===== src/rtl/can_ctrl_pkg.sv =====
package can_ctrl_pkg;
  localparam int unsigned REG_W = 8;
  localparam int unsigned N_SRC = 4;

  localparam int unsigned SRC_RX  = 0;
  localparam int unsigned SRC_TX  = 1;
  localparam int unsigned SRC_ERR = 2;
  localparam int unsigned SRC_OVR = 3;

  typedef struct packed {
    logic mode;
    logic spd;
    logic rsvd;
    logic oie;
    logic eie;
    logic tie;
    logic rie;
    logic rr;
  } ctl_t;

  localparam ctl_t CTL_RESET = '{mode: 1'b0, spd: 1'b0, rsvd: 1'b0, oie: 1'b0,
                                 eie: 1'b0, tie: 1'b0, rie: 1'b0, rr: 1'b1};
endpackage


===== src/rtl/can_ctrl_regfile.sv =====
module can_ctrl_regfile
  import can_ctrl_pkg::*;
(
  input  logic             clk,
  input  logic             rst_n,
  input  logic             wr_hit,
  input  logic [REG_W-1:0] wdata,
  input  logic             core_rr_set,
  output ctl_t             ctl_q
);
  ctl_t wr_val;
  ctl_t ctl_d;

  always_comb begin
    wr_val      = ctl_t'(wdata);
    wr_val.rsvd = 1'b0;
    ctl_d       = ctl_q;
    if (wr_hit) begin
      if (ctl_q.rr) ctl_d.rr = wdata[0];
      else          ctl_d    = wr_val;
    end
    if (core_rr_set) ctl_d.rr = 1'b1;
  end

  always_ff @(posedge clk or negedge rst_n) begin
    if (!rst_n) ctl_q <= CTL_RESET;
    else        ctl_q <= ctl_d;
  end
endmodule


===== src/rtl/can_ctrl_irq.sv =====
module can_ctrl_irq
  import can_ctrl_pkg::*;
(
  input  logic             clk,
  input  logic             rst_n,
  input  logic [N_SRC-1:0] ev,
  input  logic [N_SRC-1:0] en,
  input  logic [N_SRC-1:0] ack,
  output logic             irq
);
  logic [N_SRC-1:0] pend_q;

  for (genvar i = 0; i < N_SRC; i++) begin : g_src
    always_ff @(posedge clk or negedge rst_n) begin
      if (!rst_n) pend_q[i] <= 1'b0;
      else        pend_q[i] <= (pend_q[i] & ~ack[i]) | (ev[i] & en[i]);
    end
  end

  assign irq = |pend_q;
endmodule


===== src/rtl/can_ctrl_resync.sv =====
module can_ctrl_resync (
  input  logic clk,
  input  logic rst_n,
  input  logic both_edges,
  input  logic bus_rx,
  output logic edge_q
);
  logic prev_q;
  logic fall, rise;

  assign fall = prev_q & ~bus_rx;
  assign rise = ~prev_q & bus_rx;

  always_ff @(posedge clk or negedge rst_n) begin
    if (!rst_n) begin
      prev_q <= 1'b1;
      edge_q <= 1'b0;
    end else begin
      prev_q <= bus_rx;
      edge_q <= fall | (both_edges & rise);
    end
  end
endmodule


===== src/rtl/can_ctrl_reg.sv =====
module can_ctrl_reg
  import can_ctrl_pkg::*;
#(
  parameter int unsigned ADDR_W   = 8,
  parameter logic [ADDR_W-1:0] REG_ADDR = 8'h20
) (
  input  logic              clk,
  input  logic              rst_n,
  input  logic [ADDR_W-1:0] cpu_addr,
  input  logic              cpu_wr,
  input  logic [REG_W-1:0]  cpu_wdata,
  output logic [REG_W-1:0]  cpu_rdata,
  input  logic              core_rr_set,
  input  logic              ev_overrun,
  input  logic              ev_err_change,
  input  logic              ev_tx_done,
  input  logic              ev_tx_freed,
  input  logic              ev_rx_avail,
  input  logic [N_SRC-1:0]  irq_ack,
  output logic              irq,
  output logic              reset_req,
  output logic              buf_unmap,
  output logic              resync_both,
  input  logic              bus_rx,
  output logic              resync_edge
);
  ctl_t             reg_q;
  logic             addr_hit;
  logic [N_SRC-1:0] ev_vec;
  logic [N_SRC-1:0] en_vec;

  assign addr_hit = (cpu_addr == REG_ADDR);

  can_ctrl_regfile u_regs (
    .clk         (clk),
    .rst_n       (rst_n),
    .wr_hit      (cpu_wr & addr_hit),
    .wdata       (cpu_wdata),
    .core_rr_set (core_rr_set),
    .ctl_q       (reg_q)
  );

  always_comb begin
    ev_vec          = '0;
    en_vec          = '0;
    ev_vec[SRC_RX]  = ev_rx_avail;
    ev_vec[SRC_TX]  = ev_tx_done | ev_tx_freed;
    ev_vec[SRC_ERR] = ev_err_change;
    ev_vec[SRC_OVR] = ev_overrun;
    en_vec[SRC_RX]  = reg_q.rie;
    en_vec[SRC_TX]  = reg_q.tie;
    en_vec[SRC_ERR] = reg_q.eie;
    en_vec[SRC_OVR] = reg_q.oie;
  end

  can_ctrl_irq u_irq (
    .clk   (clk),
    .rst_n (rst_n),
    .ev    (ev_vec),
    .en    (en_vec),
    .ack   (irq_ack),
    .irq   (irq)
  );

  can_ctrl_resync u_resync (
    .clk        (clk),
    .rst_n      (rst_n),
    .both_edges (reg_q.spd),
    .bus_rx     (bus_rx),
    .edge_q     (resync_edge)
  );

  assign cpu_rdata   = addr_hit ? REG_W'(reg_q) : '0;
  assign reset_req   = reg_q.rr;
  assign buf_unmap   = reg_q.mode;
  assign resync_both = reg_q.spd;
endmodule


===== config.mk =====
export PLATFORM = sky130hd
export DESIGN_NAME = can_ctrl_reg
export DESIGN_NICKNAME = d
export VERILOG_FILES = /design/src/rtl/can_ctrl_pkg.sv /design/src/rtl/can_ctrl_regfile.sv /design/src/rtl/can_ctrl_irq.sv /design/src/rtl/can_ctrl_resync.sv /design/src/rtl/can_ctrl_reg.sv
export SDC_FILE = /design/constraint.sdc
export NUM_CORES = 1
export LEC_CHECK = 0
export ABC_AREA = 0
export BUFFER_PORTS_ARGS = -buffer_cell sky130_fd_sc_hd__buf_2
export CAP_MARGIN = 10
export CORE_MARGIN = 2
export CORE_UTILIZATION = 39
export DETAILED_ROUTE_END_ITERATION = 7
export GPL_TIMING_DRIVEN = 1
export PLACE_DENSITY = 0.76
export SYNTH_ARGS = -nofsm -noshare
export SYNTH_HDL_FRONTEND = slang
export SYNTH_SLANG_ARGS = --single-unit

===== constraint.sdc =====
create_clock -name clk -period 1.58 [get_ports clk]
set_input_delay 0.079 -clock clk [delete_from_list [all_inputs] [get_ports clk]]
set_output_delay 0.079 -clock clk [all_outputs]
set_load 0.01 [all_outputs]

=== Word level (Yosys, flattened, before mapping) ===
Index checks and enable logic that the tools add are counted.

* Bits in registers: 13
* Bits in latches: 0
* RAM bits: 0
* Memory bits (read-only): 0
* Output and inout port bits: 13
* Logic and storage cells: 45
* Memories: 0

* $add $sub $neg: 0
* Multiply operators: 0
* Divide/modulo/power cells: 0
* Magnitude comparators: 0
* Equal/unequal tests: 1
* Shift-type cells: 0
* Mux-type cells: 3
* Bitwise operators: 25
* Reduce and logical (&&, ||, !) cells: 3

{| class="wikitable"
|+ Operators with widths
! kind !! number
|-
| $and A1 B1 Y1 || 12
|-
| $eq A8 B6 Y1 const B || 1
|-
| $mux W8 || 1
|-
| $not A1 Y1 || 7
|-
| $or A1 B1 Y1 || 6
|-
| $reduce_or A4 Y1 || 1
|-
| $mux W1 || 2
|-
| $reduce_and A2 Y1 || 1
|-
| $reduce_bool A2 Y1 || 1
|}

=== Depth between registers and ports, before layout ===
* Word-level depth: 4
* Depth in mapped cells: 3
* Mapped depth without buffers: 3

=== Cells and area by module ===
Synthesis repeated with hierarchy kept, for this count alone.

* Cells, all modules: 64
* Area, all modules: 738.2 um^2

{| class="wikitable"
|+ By module, submodules not included
! module !! times used !! cells an instance !! area each (um^2)
|-
| can_ctrl_regfile || 1 || 19 || 321.6
|-
| can_ctrl_reg || 1 || 23 || 173.9
|-
| can_ctrl_irq || 1 || 17 || 171.4
|-
| can_ctrl_resync || 1 || 5 || 71.3
|}

=== Least setup slack after synthesis ===
OpenSTA, ideal clock, no wires.

* Path type: reg2reg
* Start point: reg u_regs.ctl_q[0] (netlist bit)
* End point: reg u_regs.ctl_q[2] (netlist bit)
* Setup time: 0.125 ns
* Data arrival time: 1.037 ns
* Required time: 1.455 ns
* Path slack: 0.418 ns
* Cell stages (with the launch flop): 4
* Path buffers: 0
* Cells stage by stage: dfstp_2 inv_1 nand4_4 mux2_2

* Cells in the longest elaborated chain, start to end: 2

{| class="wikitable"
|+ RTL lines
! item !! RTL line !! RTL
|-
| start: declaration || can_ctrl_regfile.sv:9 || <nowiki>output ctl_t ctl_q</nowiki>
|-
| start signal: assignment || can_ctrl_regfile.sv:27 || <nowiki>else ctl_q <= ctl_d;</nowiki>
|-
| $not A1 Y1 (no source line) || n/a ||
|-
| $reduce_and A2 Y1 (no source line) || n/a ||
|}

No other way between the ends.
A chain may end at the register's enable or synchronous reset.

=== Worst setup path in the final report ===
* Start point: reg u_regs.ctl_q[0] (netlist bit)
* End point: reg u_regs.ctl_q[1] (netlist bit)

Same word-level chain as after synthesis.

==> summary.md <==
| Metric | Value |
|---|---|
| Synthesized cell area | `623 µm²` |
| Area of the core | `about 1500 µm²` |
| Design area | `948 µm²` |
| FP Rows | `14` |
| Synth-to-layout area growth | `52.2%` |
| Post-Place Setup Slack | `~0.32 ns` |
| Syn Inst Count | `51` |
| Routed WL | `between 1500 and 2000 µm` |
| Vias in the first global route | `638` |
| Result of the run | `finished, final reports clean` |
| # nets final | `134` |
| CTS clk-pin slew, worst paths | `0.08 ns` |
| Final ANT Viol Nets | `0` |
| Crit path time final | `1.18 ns` |
| Worst hold-check path type | `input pin to register` |
| Synthesized area per cell | `12.2 µm²` |
| CTS sink cnt | `13` |
| ANT cells | `0` |
| Area post-placement | `851 µm²` |
| First drt pass iteration count | `4` |
| Max-Cap Viols | `0` |
| CTS Root Cell | `clkbuf_4` |
| Synthesis Warnings | `0` |
| Setup-failing EPs final | `0` |
| HPWL Detailed | `roughly 1100 µm` |
| Pleak | `0.543 nW` |
| VDD IR max | `0.000345 V` |
| Global-route wire length before repair | `2590 µm` |
| Clk_lat worst skew | `around 0.27 ns` |
| Gr ovfl total | `0` |
| CTS Buf Count | `3` |
| Final WS setup | `0.401 ns` |
| Startpoint Class | `register` |
| Register area share after synthesis | `52.6%` |
| Maximum clock path buffer count | `2` |
| Initial core utilization | `41.4%` |
| Vias per cell | `5.05` |
| CP top delay family | `flip-flops` |
| Clock Skews | `0.00271 ns` |
| Die Y | `44.0 µm` |
| Pin count of the biggest net entering global routing | `14` |
| Die width | `44.0 µm` |
| Port Buffer Count | `40` |
| Mapped Nets | `81` |
| CP endpoint kind | `register` |
| Critical path class | `register to register` |
| Highest clock rate | `0.848 GHz` |
| RePlAce Congestion | `roughly 0.76` |
| Setup bufs post-CTS | `0` |
| Tot GR Track Use | `19.2%` |
| Crit Path Max Fanout | `6` |
| Sum of negative setup slack | `0 ns` |
| Worst path arrival time | `1.34 ns` |
| Synth unique cells | `17` |
| Initial antenna violation count | `0` |
| Unrepaired setup endpoints after global routing | `false` |
| CTS tree | `built` |
| Worst path bufs/invs | `1` |
| # IOs | `between 40 and 50` |
| #FFs+latches synth | `13` |
| First DRT Iteration DRCs | `8` |
| Pwr per Cell Area | `646 nW/µm²` |
| Hold Fails Final Rpt | `0` |
| Die area | `1930 µm²` |
| Layout cell share with drive strength beyond 1 | `61.2%` |
| Crit-path cells | `inv_1 -> nand4_4 -> mux2_1` |
| Remaining DRCs | `0` |
| Routed vias | `601` |
| Tcrit/Tclk final | `74.6%` |
| Worst path required time | `1.74 ns` |
| Htree depth | `1` |
| Crit-path slowest cell | `dfstp_2` |
| Slew Limit Fails | `0` |
| WL/cell | `12.7 µm` |
| Slowest cell delay on critical path | `~0.54 ns` |
## cells by family after synthesis
kind of cell,count (synthesis),synth area share [%]
AOI/OAI and AO/OA,8,7.23
buffers and inverters,7,4.82
DFF,13,52.6
muxes,6,10.8
other,1,0.602
and+or+nand+nor,16,23.9
## layout by cell type, fill, tap and decap left out
cell           instances
buf_2                 40
clkbuf_4               3
mux2_2                 4
nand4_4                1
o21ai_0                6
a211o_1                1
a31oi_1                1
nand3_1                1
conb_1                 1
and3_2                 8
nand4_1                1
nor4_4                 1
clkinv_2               1
dfrtp_1               11
mux2_1                 2
nand2_1                3
inv_1                  6
buf_4                  2
dfstp_2                2
nor4b_4                1
dlygate4sd3_1          7
## worst reg2reg max path, delay by kind of cell, from the launching register on
| kind | cells | cell delay, ns |
|---|---|---|
| multiplexers | 1 | 0.34 |
| flip-flops | 1 | 0.54 |
| AND/OR/NAND/NOR | 1 | 0.12 |
| buffers and inverters | 1 | 0.07 |
## report_power, final
part | total, mW | internal [mW] | switching, mW | leakage (nW)
sequential | 0.337 | 0.336 | 0.000667 | 0.174
combinational | 0.0736 | 0.0423 | 0.0313 | 0.352
clock | 0.202 | 0.0938 | 0.108 | 0.0177
total | 0.613 | 0.472 | 0.140 | 0.543
## flip-flops by register name (all words and copies together), names as in the netlist
signal and count:
u_irq.pend_q 4, u_regs.ctl_q 7, u_resync.edge_q 1, u_resync.prev_q 1
## Yosys cell counts
cell | count | area share [%]
a211o_1 | 1 | 1.4
a31oi_1 | 1 | 1.0
and3_2 | 8 | 9.6
buf_4 | 1 | 1.2
conb_1 | 1 | 0.60
dfrtp_1 | 11 | 44
dfstp_2 | 2 | 8.4
inv_1 | 6 | 3.6
mux2_1 | 2 | 3.6
mux2_2 | 4 | 7.2
nand2_1 | 3 | 1.8
nand3_1 | 1 | 0.80
nand4_1 | 1 | 1.0
nand4_4 | 1 | 3.4
nor4_4 | 1 | 3.4
nor4b_4 | 1 | 3.8
o21ai_0 | 6 | 4.8
## path summary, 6_finish.rpt
| kind | slack (ns) | to | start | cells after the start |
|---|---|---|---|---|
| max | 0.40 | u_regs.ctl_q[1] | u_regs.ctl_q[0] | 3 |
| min | 0.02 | u_regs.ctl_q[7] | cpu_wdata[7] | 2 |
| max reg2reg | 0.40 | u_regs.ctl_q[1] | u_regs.ctl_q[0] | 3 |
| min reg2reg | 0.52 | u_irq.pend_q[0] | u_regs.ctl_q[1] | 2 |
| max in group asynchronous | 1.08 | u_regs.ctl_q[0] | rst_n | 2 |
| min in group asynchronous | 0.22 | u_irq.pend_q[3] | rst_n | 2 |
## layer usage
metal | track usage, % | wire length [µm] | vias up
met1 | 19.5 | 540 | 275
met2 | 32.6 | 763 | 36
met4 | 15.2 | 75 | 0
li1 | - | - | 282
met3 | 5.00 | 130 | 8
met5 | 0 | 0 | -
## repair_timing
item,in CTS,in global routing
hold endpoints to repair,20,0
hold buffers,7,0
setup endpoints to repair,0,0
resized for setup,0,0
## cell type report
class	instances	area, µm²
repair buffers	49	285
fillers	135	558
multi-input cells	31	265
clock buffers	3	22.5
clock inverters	1	5.00
inverters	6	22.5
flip-flops and latches	13	328
well taps	16	20.0
## metrics by stage
step	total power, mW	hold slack (ns)	cells	utilization [%]
after global placement	0.402	-0.0279	108	56.5
after detailed placement	0.404	-0.0245	108	56.5
final	0.613	0.0192	119	63.0
after CTS	0.624	0.00598	119	63.0
after floorplan	0.355	-0.217	51	-
after global routing	0.657	0.00624	119	63.0
Power figures use the tool's default switching activity.
